<file path="config.mk">
export PLATFORM = sky130hd
export DESIGN_NAME = sio_irq_uart
export DESIGN_NICKNAME = d
export VERILOG_FILES = /design/src/rtl/sio_irq_pkg.sv /design/src/rtl/sio_irq_tx.sv /design/src/rtl/sio_irq_rx.sv /design/src/rtl/sio_irq_arb.sv /design/src/rtl/sio_irq_uart.sv
export SDC_FILE = /design/constraint.sdc
export NUM_CORES = 1
export LEC_CHECK = 0
export CORE_MARGIN = 3
export CORE_UTILIZATION = 35
export CTS_CLUSTER_SIZE = 28
export DETAILED_ROUTE_END_ITERATION = 10
export DONT_BUFFER_PORTS = 1
export GPL_TIMING_DRIVEN = 0
export SYNTH_ARGS = -nofsm -noshare
export SYNTH_HDL_FRONTEND = slang
export SYNTH_HIERARCHICAL = 1
export SYNTH_SLANG_ARGS = --single-unit
</file>
<file path="constraint.sdc">
create_clock -name clk -period 2.7 [get_ports clk]
set_clock_uncertainty 0.15 [all_clocks]
set_input_delay 0.135 -clock clk [delete_from_list [all_inputs] [get_ports clk]]
set_output_delay 0.135 -clock clk [all_outputs]
set_load 0.01 [all_outputs]
</file>
<file path="src/rtl/sio_irq_pkg.sv">
package sio_irq_pkg;

  localparam int CHAR_W  = 8;
  localparam int FRAME_W = 11;

  // request index order inside the pending vector
  localparam int REQ_TX  = 0;
  localparam int REQ_RXD = 1;
  localparam int REQ_RXE = 2;
  localparam int REQ_N   = 3;

  function automatic logic parity_on(input logic [1:0] mode);
    return (mode == 2'd1) || (mode == 2'd2);
  endfunction

  // parity bit to append for the selected mode
  function automatic logic parity_bit(input logic [CHAR_W-1:0] d,
                                      input logic len8,
                                      input logic [1:0] mode);
    logic x;
    x = (^d[CHAR_W-2:0]) ^ (len8 & d[CHAR_W-1]);
    return (mode == 2'd2) ? ~x : x;
  endfunction

  function automatic logic [3:0] frame_len(input logic len8,
                                           input logic [1:0] mode);
    return 4'd9 + {3'b000, len8} + {3'b000, parity_on(mode)};
  endfunction

  // frame as sent, bit 0 first; unused upper bits stay high
  function automatic logic [FRAME_W-1:0] frame_bits(input logic [CHAR_W-1:0] d,
                                                    input logic len8,
                                                    input logic [1:0] mode);
    logic [FRAME_W-1:0] v;
    int pos;
    v = '1;
    v[0] = 1'b0;
    for (int i = 0; i < CHAR_W - 1; i++) v[1+i] = d[i];
    if (len8) v[CHAR_W] = d[CHAR_W-1];
    pos = len8 ? CHAR_W + 1 : CHAR_W;
    if (parity_on(mode)) v[pos] = parity_bit(d, len8, mode);
    return v;
  endfunction

  function automatic logic [1:0] prio_code(input logic [REQ_N-1:0] p);
    if (p[REQ_RXE]) return 2'd3;
    if (p[REQ_RXD]) return 2'd2;
    if (p[REQ_TX])  return 2'd1;
    return 2'd0;
  endfunction

endpackage

</file>
<file path="src/rtl/sio_irq_tx.sv">
module sio_irq_tx
  import sio_irq_pkg::*;
#(
  parameter int OVS = 16
) (
  input  logic              clk,
  input  logic              rst_n,
  input  logic              tick,
  input  logic              en,
  input  logic              len8,
  input  logic [1:0]        mode,
  input  logic [CHAR_W-1:0] data,
  input  logic              start,
  output logic              busy,
  output logic              txd,
  output logic              done
);
  localparam int CW = $clog2(OVS);
  localparam logic [CW-1:0] CNT_LAST = CW'(OVS - 1);

  logic [FRAME_W-1:0] shreg;
  logic [3:0]         left;
  logic [CW-1:0]      cnt;
  logic               busy_q;
  logic               done_q;

  logic accept, bit_end, last_bit;
  assign accept   = start && en && !busy_q;
  assign bit_end  = busy_q && tick && (cnt == CNT_LAST);
  assign last_bit = bit_end && (left == 4'd1);

  always_ff @(posedge clk or negedge rst_n) begin
    if (!rst_n) begin
      shreg  <= '1;
      left   <= '0;
      cnt    <= '0;
      busy_q <= 1'b0;
      done_q <= 1'b0;
    end else begin
      done_q <= last_bit;
      if (accept) begin
        shreg  <= frame_bits(data, len8, mode);
        left   <= frame_len(len8, mode);
        cnt    <= '0;
        busy_q <= 1'b1;
      end else if (busy_q && tick) begin
        if (cnt == CNT_LAST) begin
          cnt   <= '0;
          shreg <= {1'b1, shreg[FRAME_W-1:1]};
          left  <= left - 4'd1;
          if (left == 4'd1) busy_q <= 1'b0;
        end else begin
          cnt <= cnt + 1'b1;
        end
      end
    end
  end

  assign busy = busy_q;
  assign txd  = busy_q ? shreg[0] : 1'b1;
  assign done = done_q;

  AST_TX_START_LOW: assert property (@(posedge clk) disable iff (!rst_n)
    $rose(busy_q) |-> !txd);
  AST_TX_DONE_PULSE: assert property (@(posedge clk) disable iff (!rst_n)
    done_q |=> !done_q);
  AST_TX_DONE_IDLE: assert property (@(posedge clk) disable iff (!rst_n)
    done_q |-> !busy_q || $rose(busy_q));

endmodule

</file>
<file path="src/rtl/sio_irq_rx.sv">
module sio_irq_rx
  import sio_irq_pkg::*;
#(
  parameter int OVS  = 16,
  parameter int SYNC = 2
) (
  input  logic              clk,
  input  logic              rst_n,
  input  logic              tick,
  input  logic              en,
  input  logic              len8,
  input  logic [1:0]        mode,
  input  logic              route_err,
  input  logic              rxd,
  input  logic              rd,
  input  logic              clr,
  output logic [CHAR_W-1:0] data,
  output logic              full,
  output logic              err_par,
  output logic              err_frm,
  output logic              err_ovr,
  output logic              irq_err,
  output logic              irq_done
);
  localparam int CW = $clog2(OVS);
  localparam logic [CW-1:0] CNT_LAST = CW'(OVS - 1);
  localparam logic [CW-1:0] CNT_MID  = CW'(OVS / 2 - 1);

  typedef enum logic [2:0] {S_IDLE, S_START, S_DATA, S_PAR, S_STOP, S_HOLD} rx_st_e;

  logic [SYNC-1:0]   sync;
  logic              rxs;
  rx_st_e            st;
  logic [CW-1:0]     cnt;
  logic [2:0]        bidx;
  logic [CHAR_W-1:0] shreg;
  logic              pbit;
  logic [CHAR_W-1:0] data_q;
  logic              full_q;
  logic [2:0]        flags;
  logic              irq_err_q, irq_done_q;

  // named internal events for the checks
  logic complete, stop_bad, par_bad, ovr_hit, any_err;
  logic [2:0] last_idx;

  always_ff @(posedge clk or negedge rst_n) begin
    if (!rst_n) sync <= '1;
    else        sync <= {sync[SYNC-2:0], rxd};
  end
  assign rxs = sync[SYNC-1];

  assign last_idx = len8 ? 3'd7 : 3'd6;
  assign complete = (st == S_STOP) && tick && (cnt == CNT_LAST);
  assign stop_bad = !rxs;
  assign par_bad  = parity_on(mode) && (pbit != parity_bit(shreg, len8, mode));
  assign ovr_hit  = full_q && !rd;
  assign any_err  = stop_bad || par_bad || ovr_hit;

  always_ff @(posedge clk or negedge rst_n) begin
    if (!rst_n) begin
      st    <= S_IDLE;
      cnt   <= '0;
      bidx  <= '0;
      shreg <= '0;
      pbit  <= 1'b0;
    end else if (!en) begin
      st  <= S_IDLE;
      cnt <= '0;
    end else begin
      unique case (st)
        S_IDLE: if (tick && !rxs) begin
          st    <= S_START;
          cnt   <= '0;
          shreg <= '0;
        end
        S_START: if (tick) begin
          if (cnt == CNT_MID) begin
            cnt  <= '0;
            bidx <= '0;
            st   <= rxs ? S_IDLE : S_DATA;
          end else cnt <= cnt + 1'b1;
        end
        S_DATA: if (tick) begin
          if (cnt == CNT_LAST) begin
            cnt         <= '0;
            shreg[bidx] <= rxs;
            if (bidx == last_idx) st <= parity_on(mode) ? S_PAR : S_STOP;
            else                  bidx <= bidx + 3'd1;
          end else cnt <= cnt + 1'b1;
        end
        S_PAR: if (tick) begin
          if (cnt == CNT_LAST) begin
            cnt  <= '0;
            pbit <= rxs;
            st   <= S_STOP;
          end else cnt <= cnt + 1'b1;
        end
        S_STOP: if (tick) begin
          if (cnt == CNT_LAST) begin
            cnt <= '0;
            st  <= rxs ? S_IDLE : S_HOLD;
          end else cnt <= cnt + 1'b1;
        end
        S_HOLD: if (rxs) st <= S_IDLE;
        default: st <= S_IDLE;
      endcase
    end
  end

  always_ff @(posedge clk or negedge rst_n) begin
    if (!rst_n) begin
      data_q     <= '0;
      full_q     <= 1'b0;
      flags      <= '0;
      irq_err_q  <= 1'b0;
      irq_done_q <= 1'b0;
    end else begin
      irq_err_q  <= complete && en && any_err && route_err;
      irq_done_q <= complete && en && !(any_err && route_err);
      if (complete && en) begin
        data_q <= shreg;
        full_q <= 1'b1;
      end else if (rd) begin
        full_q <= 1'b0;
      end
      flags <= (clr ? 3'b000 : flags) |
               ((complete && en) ? {ovr_hit, stop_bad, par_bad} : 3'b000);
    end
  end

  assign data     = data_q;
  assign full     = full_q;
  assign err_par  = flags[0];
  assign err_frm  = flags[1];
  assign err_ovr  = flags[2];
  assign irq_err  = irq_err_q;
  assign irq_done = irq_done_q;

  AST_RX_EXCLUSIVE: assert property (@(posedge clk) disable iff (!rst_n)
    !(irq_err_q && irq_done_q));
  AST_RX_QUIET_OFF: assert property (@(posedge clk) disable iff (!rst_n)
    !en |=> !irq_err_q && !irq_done_q);
  AST_RX_ERR_ROUTE: assert property (@(posedge clk) disable iff (!rst_n)
    (complete && en && any_err && !route_err) |=> irq_done_q);
  AST_ERR_STICKY: assert property (@(posedge clk) disable iff (!rst_n)
    (flags[0] && !clr) |=> flags[0]);
  AST_RX_FULL_SET: assert property (@(posedge clk) disable iff (!rst_n)
    irq_done_q |-> full_q);

endmodule

</file>
<file path="src/rtl/sio_irq_arb.sv">
module sio_irq_arb
  import sio_irq_pkg::*;
(
  input  logic             clk,
  input  logic             rst_n,
  input  logic [REQ_N-1:0] req,
  input  logic             ack,
  output logic [1:0]       code
);
  logic [REQ_N-1:0] pend;
  logic [REQ_N-1:0] retire;

  assign code = prio_code(pend);

  for (genvar g = 0; g < REQ_N; g++) begin : g_pend
    assign retire[g] = ack && (code == 2'(g + 1));
    always_ff @(posedge clk or negedge rst_n) begin
      if (!rst_n) pend[g] <= 1'b0;
      else        pend[g] <= req[g] | (pend[g] & ~retire[g]);
    end
  end

  AST_SET_WINS: assert property (@(posedge clk) disable iff (!rst_n)
    req[REQ_RXD] |=> code >= 2'd2);
  AST_ERR_FIRST: assert property (@(posedge clk) disable iff (!rst_n)
    req[REQ_RXE] |=> code == 2'd3);
  AST_ACK_LAST: assert property (@(posedge clk) disable iff (!rst_n)
    (ack && code == 2'd1 && req == '0) |=> code == 2'd0);

endmodule

</file>
<file path="src/rtl/sio_irq_uart.sv">
module sio_irq_uart
  import sio_irq_pkg::*;
#(
  parameter int OVS  = 16,
  parameter int SYNC = 2
) (
  input  logic       clk,
  input  logic       rst_n,
  input  logic       baud_tick,
  input  logic       tx_en,
  input  logic       rx_en,
  input  logic       cfg_len8,
  input  logic [1:0] cfg_parity,
  input  logic       cfg_err_route,
  input  logic [7:0] tx_data,
  input  logic       tx_start,
  output logic       tx_busy,
  output logic       txd,
  input  logic       rxd,
  input  logic       rx_read,
  output logic [7:0] rx_data,
  output logic       rx_full,
  input  logic       err_clear,
  output logic       err_parity,
  output logic       err_frame,
  output logic       err_overrun,
  output logic       irq_rx_err,
  output logic       irq_rx_done,
  output logic       irq_tx_done,
  input  logic       irq_ack,
  output logic [1:0] irq_code
);
  logic tx_done_w, rx_err_w, rx_done_w;
  logic [REQ_N-1:0] req_w;

  sio_irq_tx #(.OVS(OVS)) u_tx (
    .clk(clk), .rst_n(rst_n), .tick(baud_tick), .en(tx_en),
    .len8(cfg_len8), .mode(cfg_parity), .data(tx_data), .start(tx_start),
    .busy(tx_busy), .txd(txd), .done(tx_done_w)
  );

  sio_irq_rx #(.OVS(OVS), .SYNC(SYNC)) u_rx (
    .clk(clk), .rst_n(rst_n), .tick(baud_tick), .en(rx_en),
    .len8(cfg_len8), .mode(cfg_parity), .route_err(cfg_err_route),
    .rxd(rxd), .rd(rx_read), .clr(err_clear),
    .data(rx_data), .full(rx_full),
    .err_par(err_parity), .err_frm(err_frame), .err_ovr(err_overrun),
    .irq_err(rx_err_w), .irq_done(rx_done_w)
  );

  assign req_w[REQ_TX]  = tx_done_w;
  assign req_w[REQ_RXD] = rx_done_w;
  assign req_w[REQ_RXE] = rx_err_w;

  sio_irq_arb u_arb (
    .clk(clk), .rst_n(rst_n), .req(req_w), .ack(irq_ack), .code(irq_code)
  );

  assign irq_rx_err  = rx_err_w;
  assign irq_rx_done = rx_done_w;
  assign irq_tx_done = tx_done_w;

endmodule

</file>
-- Yosys cells after proc, flatten, opt, wreduce, memory -nomap -nowiden
Index checks and enable logic that the tools add are counted.
- register bits: 59
- input port bits: 22
- output and inout bits: 19
- word-level logic and storage cells: 200
- add/subtract/negate cells: 6
- order comparisons: 4
- equal/unequal tests: 35
- muxes and demuxes: 76
- bitwise logic cells: 16
- reduce and logical (&&, ||, !) cells: 44
- operators by type and width (kind ; number):
    $mux 3 ; 21
    $mux 4 ; 12
    $mux 11 ; 4
    $ge 32x1->1 const B ; 1
    $lt 32x6->1 const B ; 1
    $mux 8 ; 3
    $mux 1 ; 21
    $logic_and 1x1->1 ; 20
    $ne 3x2->1 const B ; 6
    $ne 3x3->1 const B ; 6
    $pmux 3 s6 ; 1
    $pmux 8 s2 ; 1
    $mux 2 ; 7
    $reduce_xor 7->1 ; 2
    $pmux 4 s3 ; 1
    $reduce_bool 2->1 ; 6
    $bwmux 11 ; 1
    $reduce_and 11->1 ; 1
    $add 4x1->4 const B ; 2
    $bwmux 8 ; 1
    $eq 4x4->1 const B ; 2
    $reduce_and 4->1 ; 2
    $reduce_and 7->1 ; 1
    $eq 2x2->1 const B ; 3
    other kinds (32) ; 55

-- Longest topological paths before layout
- depth in word-level cells: 12
- depth in mapped cells: 7
- gate-level depth less buffers: 7

-- Hierarchy
Netlist, hierarchy kept.
- modules (own cells, without submodules) (module ; times used ; cells each ; area an instance (um2) ; sequential area each (um2)):
    sio_irq_rx ; 1 ; 207 ; 1890.6 ; 878.3
    sio_irq_tx ; 1 ; 105 ; 1087.3 ; 513.0
    sio_irq_arb ; 1 ; 12 ; 141.4 ; 75.1

-- Worst setup path before layout
No wires, ideal clock.
- path kind: register -> register
- start: reg u_rx.cnt[0]
- end: reg u_rx.cnt[3]
- setup time: 82 ps
- arrival: 1683 ps
- data required time: 2468 ps
- setup slack: 785 ps
- stages on the path, launching flop included: 7
- buffers on the path: 0
- period minus slack after synthesis: 1915 ps
- cell sequence: dfrtp_1 -> ha_1 -> nand2_1 -> nor2_1 -> o31a_1 -> or4_1 -> a31oi_1
- word-level cells in the longest chain between the ends: 5
- elaborated cells between the ends (all ways): 9
- those cells by class: 1 x add/sub; 2 x eq/ne; 6 x mux
- ends and longest elaborated chain (element ; line ; text):
    start, declared ; sio_irq_rx.sv:34 ; logic [CW-1:0] cnt;
    start signal, assigned ; sio_irq_rx.sv:82 ; end else cnt <= cnt + 1'b1;
    start signal, assigned ; sio_irq_rx.sv:90 ; end else cnt <= cnt + 1'b1;
    start signal, assigned ; sio_irq_rx.sv:97 ; end else cnt <= cnt + 1'b1;
    $add 4x1->4, or another cell as far along ; - ;
    $mux 4, on equally long branches ; - ;
    $mux 4, on equally long branches ; sio_irq_rx.sv:84, sio_irq_rx.sv:77 ;
    $pmux 4 s3 (*) ; sio_irq_rx.sv:71 ; unique case (st)
    $mux 4 (*) ; sio_irq_rx.sv:67 ; end else if (!en) begin
Every way passes the cells marked *; elsewhere a longest branch is shown, timed or not. The select of a mux whose other input is x is not followed.
A chain may end at the register's enable or synchronous reset.

-- Final worst setup path
- start: reg u_tx.busy_q, in the netlist u_tx/busy
- end: reg u_tx.shreg[9]
- word-level cells in the longest chain between the ends: 4
- elaborated cells between the ends (all ways): 7
- those cells by class: 1 x mux; 6 x reduce/logical
- ends and longest elaborated chain (element ; line ; text):
    start, declared ; sio_irq_tx.sv:24 ; logic busy_q;
    start signal, assigned ; sio_irq_tx.sv:37 ; busy_q <= 1'b0;
    start signal, assigned ; sio_irq_tx.sv:45 ; busy_q <= 1'b1;
    start signal, assigned ; sio_irq_tx.sv:51 ; if (left == 4'd1) busy_q <= 1'b0;
    $logic_not 1->1 ; sio_irq_tx.sv:28 ; assign accept = start && en && !busy_q;
    $logic_and 1x1->1 ; sio_irq_tx.sv:28 ;
    $reduce_bool 2->1 (no line) ; - ;
    $reduce_and 2->1 (no line) ; - ;
    end signal, assigned ; sio_irq_tx.sv:42 ; shreg <= frame_bits(data, len8, mode);
    end signal, assigned ; sio_irq_tx.sv:49 ; shreg <= {1'b1, shreg[FRAME_W-1:1]};
    end, declared ; sio_irq_tx.sv:21 ; logic [FRAME_W-1:0] shreg;
Parallel ways exist; a longest one is shown, timed or not.

==> flow_summary.toml <==
[sta]
post-route-period-util_pct = 84.5
max-slew-margin-rel_pct = 59.5
max_freq_ghz = 0.438
postLayoutSetupSlackWorst_ns = 0.417
finalHoldViolations = 0
holdWs_ns = 0.0547
tightest_slew_ns = 0.604
grt_setup_unrepaired = "false"
finalMaxSlewViolations = 0
finalSetupViolations = 0
min_period_ns = 2.28
tns_ns = 0

[worst_setup_path]
path_max_fanout = 10
crit_start = "u_tx/busy"
r2r-end = "u_tx/shreg[9]"
critPathArrivalTime_ns = 2.39
crit_chain = "inv_1, and3_1, clkbuf_1, a31oi_1, dlygate4sd3_1"
critPathSlowestCell = "dlygate4sd3_1"
crit_path_max_incr_delay_ns = 0.59
end_kind = "flop"
r2r_start = "u_tx/busy"
reg2reg_slack_ns = 0.42
setup.worst_path.end = "u_tx/shreg[9]"
critPathLaunchType = "flop"
cp_data_required_time_ns = 2.81
rr_worst_depth = 5
critPathKind = "reg -> reg"

[placement]
dp_slack_ns = 0.529
post-dp-hpwl_um = 4540
io_buffers = 0
dp_cells = 429
gp_congestion = 0.883

[floorplan]
io_pins = 41
die-area_um2 = 10100
fp.dieH_um = 100
fp-row-count = 33
start_util_pct = 37.0
coreArea_um2 = 8420
die-width_um = 100

[power]
internal_power_uw = 1640
switchingPower_uw = 682
sw_frac_of_total_pct = 29.4
p_per_area_nw_per_um2 = 631
power.combinational.fraction_pct = 18.9
seqPwrFrac_pct = 49.7
p_leak_uw = 0.00166
irDropWorstVdd_mv = 0.211
p_clk_share_pct = 31.3

[global_route]
overflow = 0
grt_pass1_wl_um = 11600
grt_use_total_pct = 14.6
grt_max_degree = 59
grt_pass1_vias = 2433
antenna_found_initial = 1

[final_layout]
layout-drive-gt1-share_pct = 11.3
utilization_pct = 43.6
final_cells = 469
syn2layout_area_growth_pct = 17.9
finalNetCount = 388

[logic_synthesis]
synth_cell_types = 56
yosys_warnings = 6
syn_area_um2 = 3120
dominantRegCellSynth = "dfrtp_1"
netlist_instances = 324
syn_area_per_cell_um2 = 9.63
ys_seq_area_share_pct = 47.0
synth_seq_cells = 58
synth_fp_nets = 354
synth_edf_count = 0
synth-async-reset-ratio_pct = 100

[route]
drtIter0Drc = 112
wire_per_inst_um = 14.6
drtPass1Iterations = 4
via_per_inst = 5.22
drc_errors = 0
via_count = 2450
totalWireLength_um = 6860
ant_nets = 0

[clocking]
cts_resized = 0
post_cts_buffers = 0
tritoncts = "done"
cts.sinks = 58
clk_latency_ns = 0.34
ctsHoldBuffers = 23
numCtsBuffers = 9
htreeDepth = 3
clkSlewWorstSetupHoldPaths_ns = 0.07
cts.path.max_buffers = 2
root_buffer = "clkbuf_8"

[status]
outcome = "finished clean"

[job]
maxCapViolCount = 0

[hold_path]
holdCritPathClass = "in -> reg"
## per-layer routing
layer	track usage, %	part of all wire (%)	vias up
li1	-	-	1200
met5	0	0	-
met3	3.75	5.6	19
met2	21.1	44	66
met1	19.3	47	1165
met4	9.02	3.7	0
## cell type report
type | count | area, um^2
inverters | 13 | 48.8
well taps | 105 | 131
fillers | 828 | 4750
plain buffers | 12 | 58.8
diodes | 1 | 2.50
repair buffers | 23 | 248
multi-input cells | 241 | 1550
clock buffers | 14 | 163
clock inverters | 2 | 12.5
flip-flops and latches | 58 | 1470
## cell usage after synthesis, drive strengths merged, types with 6 or more instances
cell    count  area [um^2]
dfstp      12          315
clkbuf      8         30.0
nor2       19         78.8
nand2      64          240
xnor2      14          123
o21ai      28          140
inv        13         48.8
nand2b      7         58.8
nand3       9         45.0
xor2        6         52.6
dfrtp      46         1150
ha          8          100
a21oi       9         45.0
mux2i      13          130
## power by group through the flow
stage          sequential [uW]  combinational, uW  clock [uW]
2_1_floorplan             1140                307           0
3_3_place_gp              1160                354           0
3_5_place_dp              1170                364           0
4_1_cts                   1150                437         756
5_1_grt                   1180                510         793
6_report                  1150                440         727
## registers in the layout (all words and copies together) (netlist names)
name,count
u_arb/pend,3
u_rx/bidx,3
u_rx/cnt,4
u_rx/data,8
u_rx/flags,3
u_rx/full,1
u_rx/irq_done,1
u_rx/irq_err,1
u_rx/pbit,1
u_rx/shreg,8
u_rx/st,3
u_rx/sync,2
u_tx/busy,1
u_tx/cnt,4
u_tx/done,1
u_tx/left,4
u_tx/shreg,10
## cells in the final DEF, fill, tap and decap left out, types with 3 or more instances in the layout
| cell | netlist | routed |
|---|---|---|
| o22ai_1 | 3 | 3 |
| dfstp_2 | 12 | 12 |
| a21o_1 | 4 | 4 |
| ha_1 | 8 | 8 |
| o211ai_1 | 3 | 3 |
| a31oi_1 | 3 | 3 |
| dlygate4sd3_1 | 0 | 22 |
| nor2_1 | 18 | 18 |
| nand2_1 | 64 | 64 |
| a21oi_1 | 9 | 9 |
| nand3_1 | 9 | 9 |
| clkbuf_8 | 0 | 11 |
| o31ai_1 | 3 | 3 |
| a22o_1 | 4 | 4 |
| mux2i_1 | 13 | 13 |
| xnor2_1 | 14 | 14 |
| nor3_1 | 5 | 5 |
| xor2_1 | 6 | 6 |
| nor3b_1 | 3 | 3 |
| o2bb2ai_1 | 3 | 3 |
| inv_1 | 13 | 13 |
| dfrtp_1 | 46 | 46 |
| nand2b_1 | 5 | 5 |
| o21ai_0 | 26 | 26 |
| clkbuf_1 | 8 | 11 |
## kinds of logic (layout without fill, tap and decap cells)
kind of cell,after synthesis,count (layout),share of synthesized area [%]
AND/OR/NAND/NOR,128,128,20.9
AO/OA/AOI/OAI,70,70,14.5
flip-flops,58,58,47.0
buffers and inverters,25,64,3.45
XOR/XNOR,21,21,6.34
multiplexers,14,14,4.53
adder cells (fa/ha/maj),8,8,3.21
other,0,1,0
## stage by stage
step                area, um^2  total power [uW]
global placement          3250              1520
detailed placement        3250              1530
global route              3680              2480
CTS                       3670              2350
floorplan                 3120              1450
finish                    3680              2320
## worst min path at each step
stage                       start            end  slack, ns  depth (start not counted)
finish              cfg_parity[1]   u_tx/left[0]       0.05                          3
CTS                 cfg_parity[1]  u_tx/shreg[8]       0.02                          3
floorplan                   rst_n  u_arb/pend[0]      -0.31                          0
global route        cfg_parity[1]   u_tx/left[0]       0.07                          3
detailed placement          rst_n    u_rx/cnt[3]      -0.31                          0
global placement            rst_n    u_rx/cnt[1]      -0.31                          0
## worst max-delay path: cells and delay by family, from the launching register on
kind / cells / cell delay [ns]
compound gates: 1 / 0.16
buf+inv: 3 / 1.15
flops: 1 / 0.49
simple gates: 1 / 0.25
Power figures use the tool's default switching activity.
